<file path="config.mk">
export PLATFORM = sky130hd
export DESIGN_NAME = dir_ctrl
export DESIGN_NICKNAME = d
export VERILOG_FILES = /design/src/rtl/dir_pkg.sv /design/src/rtl/dir_pick.sv /design/src/rtl/dir_store.sv /design/src/rtl/dir_mem.sv /design/src/rtl/dir_ctrl.sv
export SDC_FILE = /design/constraint.sdc
export NUM_CORES = 1
export LEC_CHECK = 0
export BUFFER_PORTS_ARGS = -buffer_cell sky130_fd_sc_hd__buf_2
export CAP_MARGIN = 10
export CORE_ASPECT_RATIO = 1.25
export CORE_MARGIN = 8
export CORE_UTILIZATION = 65
export CTS_BUF_LIST = sky130_fd_sc_hd__clkbuf_4
export CTS_CLUSTER_SIZE = 28
export DETAILED_ROUTE_END_ITERATION = 10
export MAX_ROUTING_LAYER = met4
export PLACE_DENSITY = 0.89
export SYNTH_ARGS = -nofsm -noshare
export SYNTH_HDL_FRONTEND = slang
export SYNTH_SLANG_ARGS = --single-unit
</file>
<file path="constraint.sdc">
create_clock -name clk_i -period 4.9 [get_ports clk_i]
set_clock_uncertainty 0.15 [all_clocks]
set_input_delay 0.98 -clock clk_i [delete_from_list [all_inputs] [get_ports clk_i]]
set_output_delay 0.98 -clock clk_i [all_outputs]
set_load 0.02 [all_outputs]
</file>
<file path="src/rtl/dir_pkg.sv">
package dir_pkg;
  typedef enum logic [1:0] {
    MSG_DATA    = 2'd0,
    MSG_INV     = 2'd1,
    MSG_RCL_SH  = 2'd2,
    MSG_RCL_INV = 2'd3
  } msg_e;

  typedef enum logic [1:0] {
    ST_IDLE,
    ST_SEND,
    ST_WAIT,
    ST_REPLY
  } st_e;
endpackage

</file>
<file path="src/rtl/dir_pick.sv">
module dir_pick #(
  parameter int N = 4,
  localparam int IW = (N > 1) ? $clog2(N) : 1
) (
  input  logic [N-1:0]  mask_i,
  output logic [N-1:0]  grant_o,
  output logic [IW-1:0] idx_o
);
  // lowest set bit wins: scan downward so the last match is the lowest
  always_comb begin
    grant_o = '0;
    idx_o   = '0;
    for (int i = N - 1; i >= 0; i--) begin
      if (mask_i[i]) begin
        grant_o    = '0;
        grant_o[i] = 1'b1;
        idx_o      = IW'(i);
      end
    end
  end
endmodule

</file>
<file path="src/rtl/dir_store.sv">
module dir_store #(
  parameter int NUM_PROC = 4,
  parameter int NUM_BLK  = 8,
  localparam int BLK_W = (NUM_BLK > 1) ? $clog2(NUM_BLK) : 1
) (
  input  logic                clk_i,
  input  logic                rst_ni,
  input  logic [BLK_W-1:0]    rd_idx_i,
  output logic [NUM_PROC-1:0] rd_pres_o,
  output logic                rd_dirty_o,
  input  logic                we_i,
  input  logic [BLK_W-1:0]    wr_idx_i,
  input  logic [NUM_PROC-1:0] wr_pres_i,
  input  logic                wr_dirty_i
);
  logic [NUM_PROC-1:0] pres_q  [NUM_BLK];
  logic                dirty_q [NUM_BLK];

  for (genvar b = 0; b < NUM_BLK; b++) begin : g_ent
    always_ff @(posedge clk_i or negedge rst_ni) begin
      if (!rst_ni) begin
        pres_q[b]  <= '0;
        dirty_q[b] <= 1'b0;
      end else if (we_i && wr_idx_i == BLK_W'(b)) begin
        pres_q[b]  <= wr_pres_i;
        dirty_q[b] <= wr_dirty_i;
      end
    end
  end

  assign rd_pres_o  = pres_q[rd_idx_i];
  assign rd_dirty_o = dirty_q[rd_idx_i];
endmodule

</file>
<file path="src/rtl/dir_mem.sv">
module dir_mem #(
  parameter int NUM_BLK = 8,
  parameter int DATA_W  = 16,
  localparam int BLK_W = (NUM_BLK > 1) ? $clog2(NUM_BLK) : 1
) (
  input  logic              clk_i,
  input  logic              rst_ni,
  input  logic [BLK_W-1:0]  rd_idx_i,
  output logic [DATA_W-1:0] rd_data_o,
  input  logic              we_i,
  input  logic [BLK_W-1:0]  wr_idx_i,
  input  logic [DATA_W-1:0] wr_data_i
);
  logic [DATA_W-1:0] mem_q [NUM_BLK];

  for (genvar b = 0; b < NUM_BLK; b++) begin : g_word
    always_ff @(posedge clk_i or negedge rst_ni) begin
      if (!rst_ni)                              mem_q[b] <= DATA_W'(b);
      else if (we_i && wr_idx_i == BLK_W'(b))   mem_q[b] <= wr_data_i;
    end
  end

  assign rd_data_o = mem_q[rd_idx_i];
endmodule

</file>
<file path="src/rtl/dir_ctrl.sv">
module dir_ctrl
  import dir_pkg::*;
#(
  parameter int NUM_PROC = 4,
  parameter int NUM_BLK  = 8,
  parameter int DATA_W   = 16,
  localparam int ID_W  = (NUM_PROC > 1) ? $clog2(NUM_PROC) : 1,
  localparam int BLK_W = (NUM_BLK > 1) ? $clog2(NUM_BLK) : 1
) (
  input  logic              clk_i,
  input  logic              rst_ni,
  input  logic              req_valid_i,
  output logic              req_ready_o,
  input  logic              req_write_i,
  input  logic [ID_W-1:0]   req_src_i,
  input  logic [BLK_W-1:0]  req_blk_i,
  output logic              msg_valid_o,
  output msg_e              msg_type_o,
  output logic [ID_W-1:0]   msg_dest_o,
  output logic [BLK_W-1:0]  msg_blk_o,
  output logic [DATA_W-1:0] msg_data_o,
  input  logic              ack_valid_i,
  input  logic [ID_W-1:0]   ack_src_i,
  input  logic [DATA_W-1:0] ack_data_i
);
  st_e                 st_q;
  logic [ID_W-1:0]     src_q;
  logic [BLK_W-1:0]    blk_q;
  logic                wr_q, own_q, dirty_q;
  logic [NUM_PROC-1:0] pres_q, send_q, wait_q;
  msg_e                kind_q;

  logic [NUM_PROC-1:0] rd_pres, grant, self_req, self_q, send_nxt, targets;
  logic                rd_dirty, accept, ack_hit, dir_we, mem_we, owner_is_req;
  logic [ID_W-1:0]     pick_idx;
  logic [DATA_W-1:0]   mem_rd;
  logic [NUM_PROC-1:0] new_pres;
  logic                new_dirty;
  msg_e                kind_d;

  dir_store #(.NUM_PROC(NUM_PROC), .NUM_BLK(NUM_BLK)) u_store (
    .clk_i, .rst_ni,
    .rd_idx_i  (req_blk_i),
    .rd_pres_o (rd_pres),
    .rd_dirty_o(rd_dirty),
    .we_i      (dir_we),
    .wr_idx_i  (blk_q),
    .wr_pres_i (new_pres),
    .wr_dirty_i(new_dirty)
  );

  dir_mem #(.NUM_BLK(NUM_BLK), .DATA_W(DATA_W)) u_mem (
    .clk_i, .rst_ni,
    .rd_idx_i (blk_q),
    .rd_data_o(mem_rd),
    .we_i     (mem_we),
    .wr_idx_i (blk_q),
    .wr_data_i(ack_data_i)
  );

  dir_pick #(.N(NUM_PROC)) u_pick (
    .mask_i (send_q),
    .grant_o(grant),
    .idx_o  (pick_idx)
  );

  assign req_ready_o  = (st_q == ST_IDLE);
  assign accept       = req_valid_i && req_ready_o;
  assign self_req     = NUM_PROC'(1) << req_src_i;
  assign self_q       = NUM_PROC'(1) << src_q;
  assign owner_is_req = rd_dirty && (rd_pres == self_req);

  // who must be contacted before the reply, and with what
  always_comb begin
    targets = '0;
    kind_d  = MSG_INV;
    if (owner_is_req) begin
      targets = '0;
    end else if (rd_dirty) begin
      targets = rd_pres;
      kind_d  = req_write_i ? MSG_RCL_INV : MSG_RCL_SH;
    end else if (req_write_i) begin
      targets = rd_pres & ~self_req;
    end
  end

  assign send_nxt = send_q & ~grant;
  assign ack_hit  = ack_valid_i && (st_q == ST_SEND || st_q == ST_WAIT) && wait_q[ack_src_i];
  assign mem_we   = ack_hit && (kind_q != MSG_INV);
  assign dir_we   = (st_q == ST_REPLY);

  always_comb begin
    if (wr_q) begin
      new_pres  = self_q;
      new_dirty = 1'b1;
    end else begin
      new_pres  = pres_q | self_q;
      new_dirty = dirty_q && own_q;
    end
  end

  always_ff @(posedge clk_i or negedge rst_ni) begin
    if (!rst_ni) begin
      st_q    <= ST_IDLE;
      src_q   <= '0;
      blk_q   <= '0;
      wr_q    <= 1'b0;
      own_q   <= 1'b0;
      dirty_q <= 1'b0;
      pres_q  <= '0;
      send_q  <= '0;
      wait_q  <= '0;
      kind_q  <= MSG_INV;
    end else begin
      if (ack_hit) wait_q[ack_src_i] <= 1'b0;
      unique case (st_q)
        ST_IDLE: if (accept) begin
          st_q    <= ST_SEND;
          src_q   <= req_src_i;
          blk_q   <= req_blk_i;
          wr_q    <= req_write_i;
          own_q   <= owner_is_req;
          dirty_q <= rd_dirty;
          pres_q  <= rd_pres;
          send_q  <= targets;
          wait_q  <= targets;
          kind_q  <= kind_d;
        end
        ST_SEND: begin
          send_q <= send_nxt;
          if (send_nxt == '0) st_q <= ST_WAIT;
        end
        ST_WAIT:  if (wait_q == '0) st_q <= ST_REPLY;
        ST_REPLY: st_q <= ST_IDLE;
        default:  st_q <= ST_IDLE;
      endcase
    end
  end

  always_comb begin
    msg_valid_o = 1'b0;
    msg_type_o  = MSG_DATA;
    msg_dest_o  = src_q;
    msg_blk_o   = blk_q;
    msg_data_o  = mem_rd;
    if (st_q == ST_SEND && send_q != '0) begin
      msg_valid_o = 1'b1;
      msg_type_o  = kind_q;
      msg_dest_o  = pick_idx;
    end else if (st_q == ST_REPLY) begin
      msg_valid_o = 1'b1;
    end
  end
endmodule

</file>
# [Yosys cells after proc, flatten, opt, wreduce, memory -nomap -nowiden]
# Cells that the tools add are included.
[word_totals] in_bits=28 out_inout_bits=25 regBits=192 wordCells=140
[op_classes] n_reduce_logical=34 muxes=42 bitwise=9 n_eq_ne=15 order_cmp=4 shifts=2
[op_table] cell="4-bit two-way mux" n=14
[op_table] cell="16-bit binary-select mux with 3-bit select" n=1
[op_table] cell="16-bit two-way mux" n=2
[op_table] cell="1-bit logical AND" n=24
[op_table] cell="2-bit two-way mux" n=11
[op_table] cell="4-bit bitwise AND" n=3
[op_table] cell="4-bit binary-select mux with 3-bit select" n=1
[op_table] cell="3-bit equality test (second input constant)" n=4
[op_table] cell="4-bit inverter" n=3
[op_table] cell="4-bit >= comparator (second input constant)" n=2
[op_table] cell="4-bit zero test" n=2
[op_table] cell="1-bit two-way mux" n=8
[op_table] cell="2-bit by 1-bit inequality test with 1-bit output (second input constant)" n=4
[op_table] cell="3-bit inverter with 4-bit output" n=2
[op_table] cell="2-bit one-hot mux with 4 select lines" n=1
[op_table] cell="4-bit one-hot mux with 2 select lines" n=1
[op_table] cell="1-bit by 2-bit left shift with 4-bit output (first input constant)" n=2
[op_table] cell="3-bit by 2-bit equality test with 1-bit output (second input constant)" n=2
[op_table] cell="2-bit equality test (second input constant)" n=2
[op_table] cell="4-bit equality test" n=1
[op_table] cell="4-bit bitwise OR" n=1
[op_table] cell="2-bit AND reduction" n=2
[op_table] cell="4-bit nonzero test" n=1
[op_table] cell="1-bit binary-select mux with 3-bit select" n=1
[op_table] cell="other kinds (11)" n=11

# [Longest topological paths before layout]
# Gate-level depths: netlist of run 1.
[logic_depth] word_depth=10 mapped_depth=9 mapped_depth_nobuf=7

# [Modules after synthesis]
# A second synthesis of run 1 with hierarchy kept.
[hier_totals] cells_unflattened=581 area_unflattened_um2=9277.6
[modules_own_cells] module="dir_mem" cells_each=336 instances=1 area_per_inst_um2=5948.2 seq_area_each_um2=3218.1
[modules_own_cells] module="dir_store" cells_each=106 instances=1 area_per_inst_um2=1884.3 seq_area_each_um2=1001.0
[modules_own_cells] module="dir_ctrl" cells_each=130 instances=1 area_per_inst_um2=1385.1 seq_area_each_um2=601.8
[modules_own_cells] module="dir_pick" cells_each=9 instances=1 area_per_inst_um2=60.1 seq_area_each_um2=0.0

# [Worst setup path before layout of run 1]
# No wires, ideal clock.
[synth_path] path_type="in2reg" start="input port req_blk_i[1]" end="register send_q[0]" arrival_time_ns=3.143 setup_slack_ns=1.521 path_buffers=2 setup_ns=0.087 t_required_ns=4.663 cell_stages=9 path_cell_list="buf_6 mux4_1 mux2i_1 inv_1 ha_1 and4_1 or4_1 clkbuf_2 o211ai_1"
[synth_between] word_cells_on_any_way=15 classes_between="eq/ne: 1; mux: 11; bitwise: 2; reduce/logical: 1"
[synth_rtl] element="start, declared" line="dir_ctrl.sv:16" rtl="input logic [BLK_W-1:0] req_blk_i,"
[synth_rtl] element="3-bit inverter with 4-bit output (implied by the code)" line="dir_store.sv:31" rtl="assign rd_pres_o = pres_q[rd_idx_i];"
[synth_rtl] element="4-bit binary-select mux with 3-bit select" line="dir_store.sv:31"
[synth_rtl] element="4-bit two-way mux (implied by the code) (2 in series)" line="dir_store.sv:31"
[synth_rtl] element="named net rd_pres[3]" line="dir_ctrl.sv:33" rtl="logic [NUM_PROC-1:0] rd_pres, grant, self_req, self_q, send_nxt, targets;"
[synth_rtl] element="4-bit equality test" line="dir_ctrl.sv:71" rtl="assign owner_is_req = rd_dirty && (rd_pres == self_req);"
[synth_rtl] element="1-bit logical AND" line="dir_ctrl.sv:71"
[synth_rtl] element="4-bit two-way mux" line="dir_ctrl.sv:77" rtl="if (owner_is_req) begin"
[synth_rtl] element="4-bit two-way mux" line="dir_ctrl.sv:117" rtl="ST_IDLE: if (accept) begin"
[synth_rtl] element="4-bit one-hot mux with 2 select lines" line="dir_ctrl.sv:116" rtl="unique case (st_q)"
[synth_rtl] element="end signal, assigned" line="dir_ctrl.sv:125" rtl="send_q <= targets;"
[synth_rtl] element="end signal, assigned" line="dir_ctrl.sv:130" rtl="send_q <= send_nxt;"
[synth_rtl] element="end, declared" line="dir_ctrl.sv:30" rtl="logic [NUM_PROC-1:0] pres_q, send_q, wait_q;"
# The timed path passes the listed nets, and every way through them passes these cells. The select of a mux whose other input is x is not followed.
# A chain may end at the register's enable or synchronous reset.

# [Final worst setup path of run 1]
[layout_path] start="register blk_q[0], in the netlist msg_blk_o[0]" end="output port msg_data_o[15]"
[layout_between] elab_chain_len=4
[layout_lines] element="start, declared" line="dir_ctrl.sv:28" rtl="logic [BLK_W-1:0] blk_q;"
[layout_lines] element="start signal, assigned" line="dir_ctrl.sv:120" rtl="blk_q <= req_blk_i;"
[layout_lines] element="3-bit inverter with 4-bit output (implied by the code)" line="dir_mem.sv:23" rtl="assign rd_data_o = mem_q[rd_idx_i];"
[layout_lines] element="16-bit binary-select mux with 3-bit select" line="dir_mem.sv:23"
[layout_lines] element="16-bit two-way mux (implied by the code) (2 in series)" line="dir_mem.sv:23"
[layout_lines] element="end, declared" line="dir_ctrl.sv:21" rtl="output logic [DATA_W-1:0] msg_data_o,"
# Every way passes these cells. The select of a mux whose other input is x is not followed.

==> summary.md, run 1 <==
| Metric | Value |
|---|---|
| Max cap viols | `0` |
| Filler Cell Count | `907` |
| Static leakage | `4.58 nW` |
| Final net count | `721` |
| Area share of and/or/nand/nor cells after synthesis | `6.36%` |
| Slew HR | `24.0%` |
| Largest family of logic cells by synthesized area | `multiplexers` |
| YS warnings | `0` |
| Post-CTS setup buffer count | `0` |
| Die ar. | `0.0179 mm^2` |
| Crit path required time | `3770 ps` |
| Num CTS Buffers | `17` |
| Yosys reg bits | `192` |
| Adder-cell share of the synthesized area | `1.22%` |
| WP data arrival | `3010 ps` |
| Fin crit period | `4140 ps` |
| Worst Path Buf+Inv | `2` |
| CTS resizes | `0` |
| 1st-iter DRT viols | `566` |
| Crit Path Category | `reg2out` |
| Remaining DRCs | `0` |
| Avg Inst Size Synth | `14.1 um^2` |
| Setup violators final | `0` |
| HP Class | `reg2reg` |
| PortBufs | `52` |
| CP Capture Type | `output port` |
| Hold-fix buffers, CTS | `0` |
| HPWL after DPL | `12.9 mm` |
| Pre-antenna DRT Iters | `5` |
| Clk_lat worst skew | `590 ps` |
| Die Height | `148 um` |
| First-pass GRT wire length | `31.2 mm` |
| RD Place Congestion | `0.939` |
| Initial Util | `65.9%` |
| Crit path cell chain | `buf_4 > mux4_2 > mux2_2 > buf_2` |
| Worst setup path start | `msg_blk_o[0]$_DFFE_PN0P_` |
| Syn Inst Count | `641` |
| Crit share post-route | `84.5%` |
| Cell Pwr Density | `567 mW/mm^2` |
| XOR/XNOR Fraction of Synth Area | `0%` |
| Final wirelength | `19.2 mm` |
| Clk sinks | `192` |
| CP max-delay cell | `dfrtp_2` |
| Compound-Gate Fraction of Synth Area | `5.99%` |
| Worst reg2reg setup slack | `1770 ps` |
| RSZ-0062 raised after global routing | `false` |
| DIE WIDTH | `121 um` |
| Vias | `5578` |
| Number of synthesized flops with an enable pin | `0` |
| Initial antenna violation count | `1` |
| Worst-path clk slew | `140 ps` |
| Worst-case clock buffer depth | `2` |
| Pin count of the biggest net entering global routing | `104` |
| Sequential fraction of the synthesis area | `53.4%` |
| Tightest Pin Transition | `1140 ps` |
| Ys async rst share | `100%` |
| Drt wl/cell | `21.9 um` |
| Slowest stage delay, CP | `1020 ps` |
| Setup total negative slack | `0 ps` |
| Crit start category | `flip-flop` |
| Core area | `0.0137 mm^2` |
| Register area | `0.00482 mm^2` |
| Fmax | `241 MHz` |
| Max FO, Critical Path | `31` |
| Cell Rows | `48` |
| CTS tree | `yes` |
| Post-route ant nets | `0` |
| CP top delay family | `flip-flops` |
| Vias in the first global route | `6048` |
| Cell variety after synth | `49` |
| Status | `complete, no violations` |
| Mux cell area share after synthesis | `30.3%` |
| H-tree depth | `4` |
| Syn-to-layout area delta | `6.31%` |
| Fin cells | `874` |
| Worst hold start | `u_store.dirty_q[0]$_DFFE_PN0P_` |
| GR Overflow Total | `0` |
| Area of the multi-input gates | `0.00396 mm^2` |
| I/O Pins | `53` |
| Worst vdd ir | `0.406 mV` |
| Reg2reg start | `msg_blk_o[1]$_DFFE_PN0P_` |
| Syn_nets | `677` |
| Layout cell share with drive strength beyond 1 | `44.7%` |
| CTS root buf | `clkbuf_4` |
| Vias per cell | `6.38` |
| Fin. Hold Viols | `0` |
| Mapped cell area | `0.00902 mm^2` |
| Pins over their slew limit | `0` |
| Synth Flop Type | `dfrtp_1` |
| Tot GR Track Use | `23.2%` |
| DP Cell Count | `841` |
power breakdown:
part	total (mW)	switching, mW	internal, mW
logic	1.98	0.958	1.03
registers	2.72	0.525	2.20
clock network	0.736	0.510	0.226
layer usage:
metal / global-route usage, % / vias up / wire length, um
met4: 11.8 / 0 / 593
li1: - / 2444 / -
met1: 27.0 / 2902 / 7660
met3: 5.04 / 47 / 956
met5: - / - / 0
met2: 37.3 / 185 / 9950
synthesized netlist by cell type (2+ instances only):
cell | count | area share, %
nor3_2 | 2 | 0.22
mux4_1 | 7 | 2.0
buf_1 | 4 | 0.17
or2_2 | 10 | 0.69
nor2b_1 | 3 | 0.21
nor3_4 | 2 | 0.36
a21oi_1 | 28 | 1.6
mux2i_1 | 7 | 0.78
dfrtp_1 | 179 | 50
mux2_2 | 152 | 19
o41a_1 | 2 | 0.25
nand2b_1 | 6 | 0.42
clkbuf_1 | 9 | 0.37
a22oi_1 | 4 | 0.33
nor2_1 | 24 | 1.0
o211ai_1 | 4 | 0.33
o221ai_1 | 6 | 0.58
dfstp_2 | 13 | 3.8
ha_1 | 8 | 1.1
or4_1 | 2 | 0.17
mux4_2 | 34 | 8.5
nor4_1 | 3 | 0.21
buf_4 | 4 | 0.33
inv_1 | 16 | 0.67
o21ai_0 | 33 | 1.8
and2_1 | 2 | 0.14
buf_6 | 7 | 0.87
buf_2 | 5 | 0.28
nand2_1 | 38 | 1.6
nor2_2 | 6 | 0.42
o211a_1 | 2 | 0.22
o311ai_0 | 2 | 0.19
logic make-up (layout without fill, tap and decap cells):
| logic type | count (synthesis) | after routing |
|---|---|---|
| DFF | 192 | 192 |
| adders and majority gates | 9 | 9 |
| buffers and inverters | 46 | 103 |
| muxes | 200 | 200 |
| and+or+nand+nor | 106 | 106 |
| AOI/OAI and AO/OA | 88 | 88 |
| other | 0 | 1 |
placed cells by master (no fill, tap or decap), drive strengths merged, types with 2 or more instances in the layout:
cell type	count
a22oi	4
inv	17
mux2i	7
buf	55
clkbuf	22
o211a	2
o221ai	6
nor2	30
dfrtp	179
o211ai	4
clkinv	5
nand2	38
nor4	3
mux4	41
nor3	4
a21oi	28
o41a	2
ha	8
dfstp	13
nand4	2
or4	2
and2	3
mux2	152
nor2b	3
clkinvlp	4
o311ai	2
nand2b	6
o21ai	33
or2	10
flip-flops by register name, indices dropped and copies added (netlist names):
name and count:
kind_q 2, src_q 2, u_store.pres_q 32, dirty_q 1, st_q 2, u_store.dirty_q 8
wr_q 1, u_mem.mem_q 128, pres_q 4, wait_q 4, own_q 1, msg_blk_o 3
send_q 4
final cells by class:
type / count / share of cell area (%)
clock buffer: 22 / 1.72
tap: 175 / 2.28
inverter: 16 / 0.626
clock inverter: 10 / 0.691
multi-input combinational: 403 / 41.2
sequential: 192 / 50.3
timing repair buffer: 55 / 3.14
antenna: 1 / 0.0261
path summary, 6_finish.rpt:
kind	end	cells past startpoint
max in group asynchronous	u_mem.mem_q[120]$_DFFE_PN0P_	2
setup reg to reg	u_mem.mem_q[89]$_DFFE_PN0P_	3
setup / recovery	msg_data_o[15]	4
hold / removal	u_store.dirty_q[0]$_DFFE_PN0P_	2
min in group asynchronous	pres_q[0]$_DFFE_PN0P_	1
hold reg to reg	u_store.dirty_q[0]$_DFFE_PN0P_	2
through the flow:
stage	utilization [%]	instance area (um^2)	setup WS [ps]	power (mW)	hold slack, ps
2_1_floorplan	-	9020	1520	4.10	292
3_3_place_gp	68.4	9360	1150	4.56	303
3_5_place_dp	68.4	9360	977	4.73	319
4_1_cts	70.0	9590	682	5.45	348
5_1_grt	70.1	9590	552	5.76	378
6_report	70.1	9590	758	5.44	344
worst reg2reg max path, cell delays in order, from the launching register on:
cell	delay, ps
dfrtp_2	1120
nand2b_1	350
nor2_2	960
mux2_2	430
No activity file was read; power rests on OpenSTA's default activity.
==> inputs of run 2 (changes only) <==
--- a/config.mk
+++ b/config.mk
@@ -9,12 +9,12 @@
 export CAP_MARGIN = 10
 export CORE_ASPECT_RATIO = 1.25
 export CORE_MARGIN = 8
-export CORE_UTILIZATION = 65
+export CORE_UTILIZATION = 63
 export CTS_BUF_LIST = sky130_fd_sc_hd__clkbuf_4
 export CTS_CLUSTER_SIZE = 28
 export DETAILED_ROUTE_END_ITERATION = 10
 export MAX_ROUTING_LAYER = met4
-export PLACE_DENSITY = 0.89
+export PLACE_DENSITY = 0.87
 export SYNTH_ARGS = -nofsm -noshare
 export SYNTH_HDL_FRONTEND = slang
 export SYNTH_SLANG_ARGS = --single-unit
==> constraint.sdc (replaced) <==
create_clock -name clk_i -period 4.1 [get_ports clk_i]
set_clock_uncertainty 0.15 [all_clocks]
set_input_delay 0.82 -clock clk_i [delete_from_list [all_inputs] [get_ports clk_i]]
set_output_delay 0.82 -clock clk_i [all_outputs]
set_load 0.02 [all_outputs]
==> run 2 against run 1 <==
  * Count of clock-buffer cells in the layout shrank 5
  * Critical path type unchanged
  * Via count is essentially flat
  * Flip-flop and latch count is the same
  * Combinational power grew 22%
  * Sequential share of layout area shrank 0.66 points
  * Utilization shrank 1.7 points
  * Setup slack lost 490 ps
  * Global-route usage grew 0.47 points
  * Sequential power grew 19%
  * Clock power grew 27%
  * Critical path depth is the same
==> summary.md, run 2 (same netlist as run 1, synthesis figures left out) <==
| Metric | Value |
|---|---|
| RD Place Congestion | `0.923 (-1.7%)` |
| Slowest stage delay, CP | `890 ps (-130 ps)` |
| Cell Rows | `49 (+2.1%)` |
| H-tree depth | `4 (unchanged)` |
| Hold-fix buffers, CTS | `0 (unchanged)` |
| Crit path cell chain | `buf_4 > mux4_2 > mux2_2 > buf_2` |
| Regs by FF count | `u_mem.mem_q: 128 flops, u_store.pres_q: 32 flops, u_store.dirty_q: 8 flops` |
| Commonest non-fill, non-tap cells in the layout | `dfrtp_1, mux2_2, buf_2` |
| Final wirelength | `19.7 mm (+2.9%)` |
| Fin crit period | `3830 ps` |
| CP Capture Type | `output port` |
| HPWL after DPL | `13.7 mm (+6.4%)` |
| Layout cell share with drive strength beyond 1 | `45.8% (+1.1 points)` |
| RSZ-0062 raised after global routing | `false` |
| Worst Path Buf+Inv | `2 (unchanged)` |
| Worst-path clk slew | `160 ps (+20 ps)` |
| Worst-case clock buffer depth | `2 (unchanged)` |
| Fin. Hold Viols | `0 (unchanged)` |
| Max FO, Critical Path | `24 (-23%)` |
| I/O Pins | `53 (unchanged)` |
| Die Height | `150 um (+1.4%)` |
| Vias per cell | `6.27 (-1.8%)` |
| Crit share post-route | `93.4%` |
| DIE WIDTH | `123 um (+1.4%)` |
| CTS resizes | `0 (unchanged)` |
| Tightest Pin Transition | `1130 ps (-6.01 ps)` |
| HP Class | `in2async` |
| Slew HR | `24.5% (+0.48 points)` |
| Filler Cell Count | `986 (+8.7%)` |
| Vias in the first global route | `6115 (+1.1%)` |
| First-pass GRT wire length | `32.1 mm (+2.8%)` |
| CTS tree | `yes` |
| Crit Path Category | `reg2out` |
| Pin count of the biggest net entering global routing | `81 (-22%)` |
| PortBufs | `52 (unchanged)` |
| Crit start category | `flip-flop` |
| Initial Util | `63.5% (-2.5 points)` |
| Static leakage | `4.67 nW (+1.9%)` |
| GR Overflow Total | `0 (unchanged)` |
| Clk_lat worst skew | `600 ps (about the same)` |
| Largest Register | `u_mem.mem_q` |
| Core area | `0.0142 mm^2 (+3.9%)` |
| Vias | `5583 (+0.090%)` |
| CP top delay family | `flip-flops` |
| Status | `complete, no violations` |
| Setup slack after layout | `272 ps (-486 ps)` |
| Num CTS Buffers | `17 (unchanged)` |
| Initial antenna violation count | `1 (unchanged)` |
| Setup violators final | `0 (unchanged)` |
| CP max-delay cell | `dfrtp_2` |
| Final net count | `735 (+1.9%)` |
| Commonest non-fill, non-tap cell in the layout | `dfrtp_1` |
| CTS root buf | `clkbuf_4` |
| WP data arrival | `2860 ps (-150 ps)` |
| Remaining DRCs | `0 (unchanged)` |
| Worst vdd ir | `0.380 mV (-6.3%)` |
| Setup total negative slack | `0 ps (unchanged)` |
| Crit path required time | `3130 ps (-640 ps)` |
| 1st-iter DRT viols | `444 (-22%)` |
| Post-route ant nets | `0 (unchanged)` |
| Power Total | `6.60 mW (+21%)` |
| Tot GR Track Use | `23.6% (+0.47 points)` |
| Die ar. | `0.0184 mm^2 (+2.8%)` |
| Pins over their slew limit | `0 (unchanged)` |
| Clk sinks | `192 (unchanged)` |
| Worst reg2reg setup slack | `1130 ps (-640 ps)` |
| Max cap viols | `0 (unchanged)` |
| Pre-antenna DRT Iters | `4 (-1)` |
| Drt wl/cell | `22.1 um (+0.92%)` |
| Max FFs per register | `128 (unchanged)` |
| Post-CTS setup buffer count | `0 (unchanged)` |
| Pre-CTS setup slack | `463 ps (-514 ps)` |
| Syn-to-layout area delta | `7.72%` |
| Fmax | `261 MHz` |
| Cell Pwr Density | `678 mW/mm^2 (+20%)` |
-- run 2: final cells by class --
type,count,area (um^2),area share (%)
timing repair buffer,69,407,4.18
clock inverter,15,123,1.26
antenna,1,2.50,0.0257
inverter,16,60.1,0.618
multi-input combinational,403,3960,40.7
tap,178,223,2.29
sequential,192,4820,49.6
clock buffer,17,128,1.31
-- run 2: per-stage QoR --
| step | util (%) | std cells | cell area [um^2] | hold WS (ps) |
|---|---|---|---|---|
| 5_1_grt | 68.3 | 891 | 9720 | 113 |
| 2_1_floorplan | - | 641 | 9020 | 292 |
| 3_5_place_dp | 66.6 | 858 | 9470 | 319 |
| 4_1_cts | 68.3 | 890 | 9720 | 91.4 |
| 3_3_place_gp | 66.6 | 858 | 9470 | 304 |
| 6_report | 68.3 | 891 | 9720 | 88.7 |
-- run 2: power by group --
group	switching (mW)	total, mW	internal [mW]
Combinational	1.16	2.41	1.25
Clock	0.676	0.934	0.258
Sequential	0.624	3.25	2.63
-- run 2: final timing paths --
kind / from / cells after the start / end
worst max-delay path: msg_blk_o[0]$_DFFE_PN0P_ / 4 / msg_data_o[4]
worst min-delay path: rst_ni / 1 / st_q[0]$_DFFE_PN0P_
worst max register to register: msg_blk_o[1]$_DFFE_PN0P_ / 4 / u_mem.mem_q[25]$_DFFE_PN0P_
worst min register to register: pres_q[1]$_DFFE_PN0P_ / 2 / pres_q[1]$_DFFE_PN0P_
max in group asynchronous: rst_ni / 2 / u_mem.mem_q[2]$_DFFE_PN1P_
min in group clk_i: pres_q[1]$_DFFE_PN0P_ / 2 / pres_q[1]$_DFFE_PN0P_
-- run 2: routing by layer --
metal  share of wire (%)  global-route usage, %  routed length (um)  vias up
met3                 5.8                   4.79                1140       41
met2                  53                   39.4               10400      179
met1                  39                   27.3                7600     2880
met5                   0                      -                   0        -
met4                 2.9                   10.1                 564        0
li1                    -                      -                   -     2483
==> inputs of run 3 (changes only) <==
--- a/config.mk
+++ b/config.mk
@@ -9,12 +9,12 @@
 export CAP_MARGIN = 10
 export CORE_ASPECT_RATIO = 1.25
 export CORE_MARGIN = 8
-export CORE_UTILIZATION = 63
+export CORE_UTILIZATION = 65
 export CTS_BUF_LIST = sky130_fd_sc_hd__clkbuf_4
 export CTS_CLUSTER_SIZE = 28
 export DETAILED_ROUTE_END_ITERATION = 10
 export MAX_ROUTING_LAYER = met4
-export PLACE_DENSITY = 0.87
+export PLACE_DENSITY = 0.89
 export SYNTH_ARGS = -nofsm -noshare
 export SYNTH_HDL_FRONTEND = slang
 export SYNTH_SLANG_ARGS = --single-unit
==> constraint.sdc (replaced) <==
create_clock -name clk_i -period 4.45 [get_ports clk_i]
set_clock_uncertainty 0.15 [all_clocks]
set_input_delay 0.89 -clock clk_i [delete_from_list [all_inputs] [get_ports clk_i]]
set_output_delay 0.89 -clock clk_i [all_outputs]
set_load 0.02 [all_outputs]
==> run 3 against run 2 <==
  * Total power down 9.7%
  * Global-route usage is 0.56 points lower
  * Register-to-register slack better by 290 ps
  * Critical path type unchanged
  * Critical endpoint is now msg_data_o[1]
  * Largest power group unchanged
==> summary.md, run 3 (same netlist as run 1, synthesis figures left out) <==
| Metric | Value |
|---|---|
| CP Capture Type | `output port` |
| Max cap viols | `0 (unchanged)` |
| RSZ-0062 raised after global routing | `false` |
| Final hold slack | `253 ps (+164 ps)` |
| Cell Pwr Density | `618 mW/mm^2 (-9.0%)` |
| Fin cells | `884 (-0.79%)` |
| Commonest non-fill, non-tap cell in the layout | `dfrtp_1` |
| Post-route ant nets | `0 (unchanged)` |
| Filler Cell Count | `880 (-11%)` |
| Core area | `0.0137 mm^2 (-3.7%)` |
| Vias per cell | `6.34 (+1.2%)` |
| Initial antenna violation count | `2 (+1)` |
| H-tree depth | `4 (unchanged)` |
| Status | `complete, no violations` |
| WP data arrival | `2860 ps (about the same)` |
| Worst vdd ir | `0.419 mV (+10%)` |
| Final net count | `730 (-0.68%)` |
| HP Class | `in2async` |
| Crit Path Category | `reg2out` |
| 1st-iter DRT viols | `434 (-2.3%)` |
| Fin crit period | `3900 ps` |
| Worst-path clk slew | `150 ps (about the same)` |
| Worst reg2reg setup slack | `1420 ps (+290 ps)` |
| Die ar. | `0.0179 mm^2 (-2.7%)` |
| Num CTS Buffers | `17 (unchanged)` |
| Post-CTS setup buffer count | `0 (unchanged)` |
| Tot GR Track Use | `23.1% (-0.56 points)` |
| HPWL after DPL | `13.0 mm (-5.0%)` |
| Die Height | `148 um (-1.4%)` |
| DP Cell Count | `850 (-0.93%)` |
| Worst-case clock buffer depth | `2 (unchanged)` |
| First-pass GRT wire length | `31.0 mm (-3.2%)` |
| Crit share post-route | `87.6%` |
| Switching share of power | `36.5% (-0.83 points)` |
| Setup total negative slack | `0 ps (unchanged)` |
| Fin. Hold Viols | `0 (unchanged)` |
| Pint | `3.79 mW (-8.5%)` |
| PortBufs | `52 (unchanged)` |
| Clk sinks | `192 (unchanged)` |
| Crit path required time | `3410 ps (+280 ps)` |
| Clk_lat worst skew | `590 ps (about the same)` |
| Drt wl/cell | `21.5 um (-3.1%)` |
| RD Place Congestion | `0.943 (+2.1%)` |
| CTS tree | `yes` |
| Initial Util | `65.9% (+2.5 points)` |
| Regs by FF count | `u_mem.mem_q: 128 flops, u_store.pres_q: 32 flops, u_store.dirty_q: 8 flops` |
| Pin count of the biggest net entering global routing | `101 (+25%)` |
| Cell Rows | `48 (-2.0%)` |
| Pins over their slew limit | `0 (unchanged)` |
| Tightest Pin Transition | `1040 ps (-90.2 ps)` |
| Final wirelength | `19.0 mm (-3.8%)` |
| Syn-to-layout area delta | `6.92%` |
| Max FO, Critical Path | `27 (+13%)` |
| Slew HR | `30.3% (+5.8 points)` |
| Remaining DRCs | `0 (unchanged)` |
| Fmax | `256 MHz` |
| Vias in the first global route | `6031 (-1.4%)` |
| Layout cell share with drive strength beyond 1 | `45.1% (-0.67 points)` |
| Crit start category | `flip-flop` |
| Setup violators final | `0 (unchanged)` |
| Hold-fix buffers, CTS | `0 (unchanged)` |
| Gate power share | `37.5% (+1.0 points)` |
| CTS root buf | `clkbuf_4` |
| Vias | `5603 (+0.36%)` |
| I/O Pins | `53 (unchanged)` |
| Static leakage | `4.63 nW (-0.86%)` |
| Max FFs per register | `128 (unchanged)` |
| CTS resizes | `0 (unchanged)` |
| GR Overflow Total | `0 (unchanged)` |
| Clock Power Share | `13.2% (-1.0 points)` |
| Seq pwr share | `49.4% (about the same)` |
| Largest Register | `u_mem.mem_q` |
| Commonest non-fill, non-tap cells in the layout | `dfrtp_1, mux2_2, buf_2` |
| Pre-antenna DRT Iters | `7 (+3)` |
| Fin util | `70.5% (+2.1 points)` |
| DIE WIDTH | `121 um (-1.3%)` |
| Psw | `2.17 mW (-12%)` |
## run 3: cell types whose count changed in the layout (fill, tap and decap cells not counted), sizes merged
| cell | change |
|---|---|
| clkbuf | +2 |
| buf | -5 |
| diode | +1 |
| inv | -8 |
| clkinv | +5 |
| clkinvlp | +1 |
## run 3: power groups by stage
stage	clock network, mW	logic (mW)	registers (mW)
floorplan	0	1.80	2.71
global placement	0	2.13	2.90
detailed placement	0	2.25	2.97
CTS	0.798	2.25	2.94
global route	0.865	2.43	3.03
finish	0.784	2.23	2.94
## run 3: worst paths after layout
path	start	end	cells after the start
worst max-delay path	msg_blk_o[0]$_DFFE_PN0P_	msg_data_o[1]	4
worst min-delay path	rst_ni	st_q[1]$_DFFE_PN0P_	1
worst max register to register	u_store.pres_q[23]$_DFFE_PN0P_	wait_q[3]$_DFF_PN0_	7
worst min register to register	u_store.pres_q[2]$_DFFE_PN0P_	u_store.pres_q[2]$_DFFE_PN0P_	2
max in group asynchronous	rst_ni	msg_blk_o[0]$_DFFE_PN0P_	2
min in group clk_i	u_store.pres_q[2]$_DFFE_PN0P_	u_store.pres_q[2]$_DFFE_PN0P_	2
## run 3: final cells by class
| cell class | count | area, um^2 | share of cell area [%] |
|---|---|---|---|
| diodes | 2 | 5.00 | 0.0519 |
| clock buffers | 19 | 143 | 1.48 |
| clock inverters | 13 | 73.8 | 0.765 |
| inverters | 16 | 60.1 | 0.622 |
| multi-input cells | 403 | 3960 | 41.0 |
| flip-flops and latches | 192 | 4820 | 50.0 |
| well taps | 175 | 219 | 2.27 |
| repair buffers | 64 | 369 | 3.83 |
## run 3: stage by stage
stage / area [um^2] / total power, mW / worst slack, ps
global route: 9650 / 6.32 / 352
global placement: 9430 / 5.03 / 752
CTS: 9640 / 5.98 / 462
floorplan: 9020 / 4.52 / 1160
detailed placement: 9430 / 5.22 / 585
finish: 9650 / 5.96 / 551
## run 3: critical path, stage by stage, from the launching register on
cell     delay [ps]
dfrtp_2         930
buf_4           370
mux4_2          530
mux2_2          280
buf_2           160
## run 3: metal layers
metal  track usage [%]  part of all wire [%]
met4              11.0                   3.2
met2              37.0                    51
met5                 -                     0
met3              5.19                   5.0
met1              27.2                    40
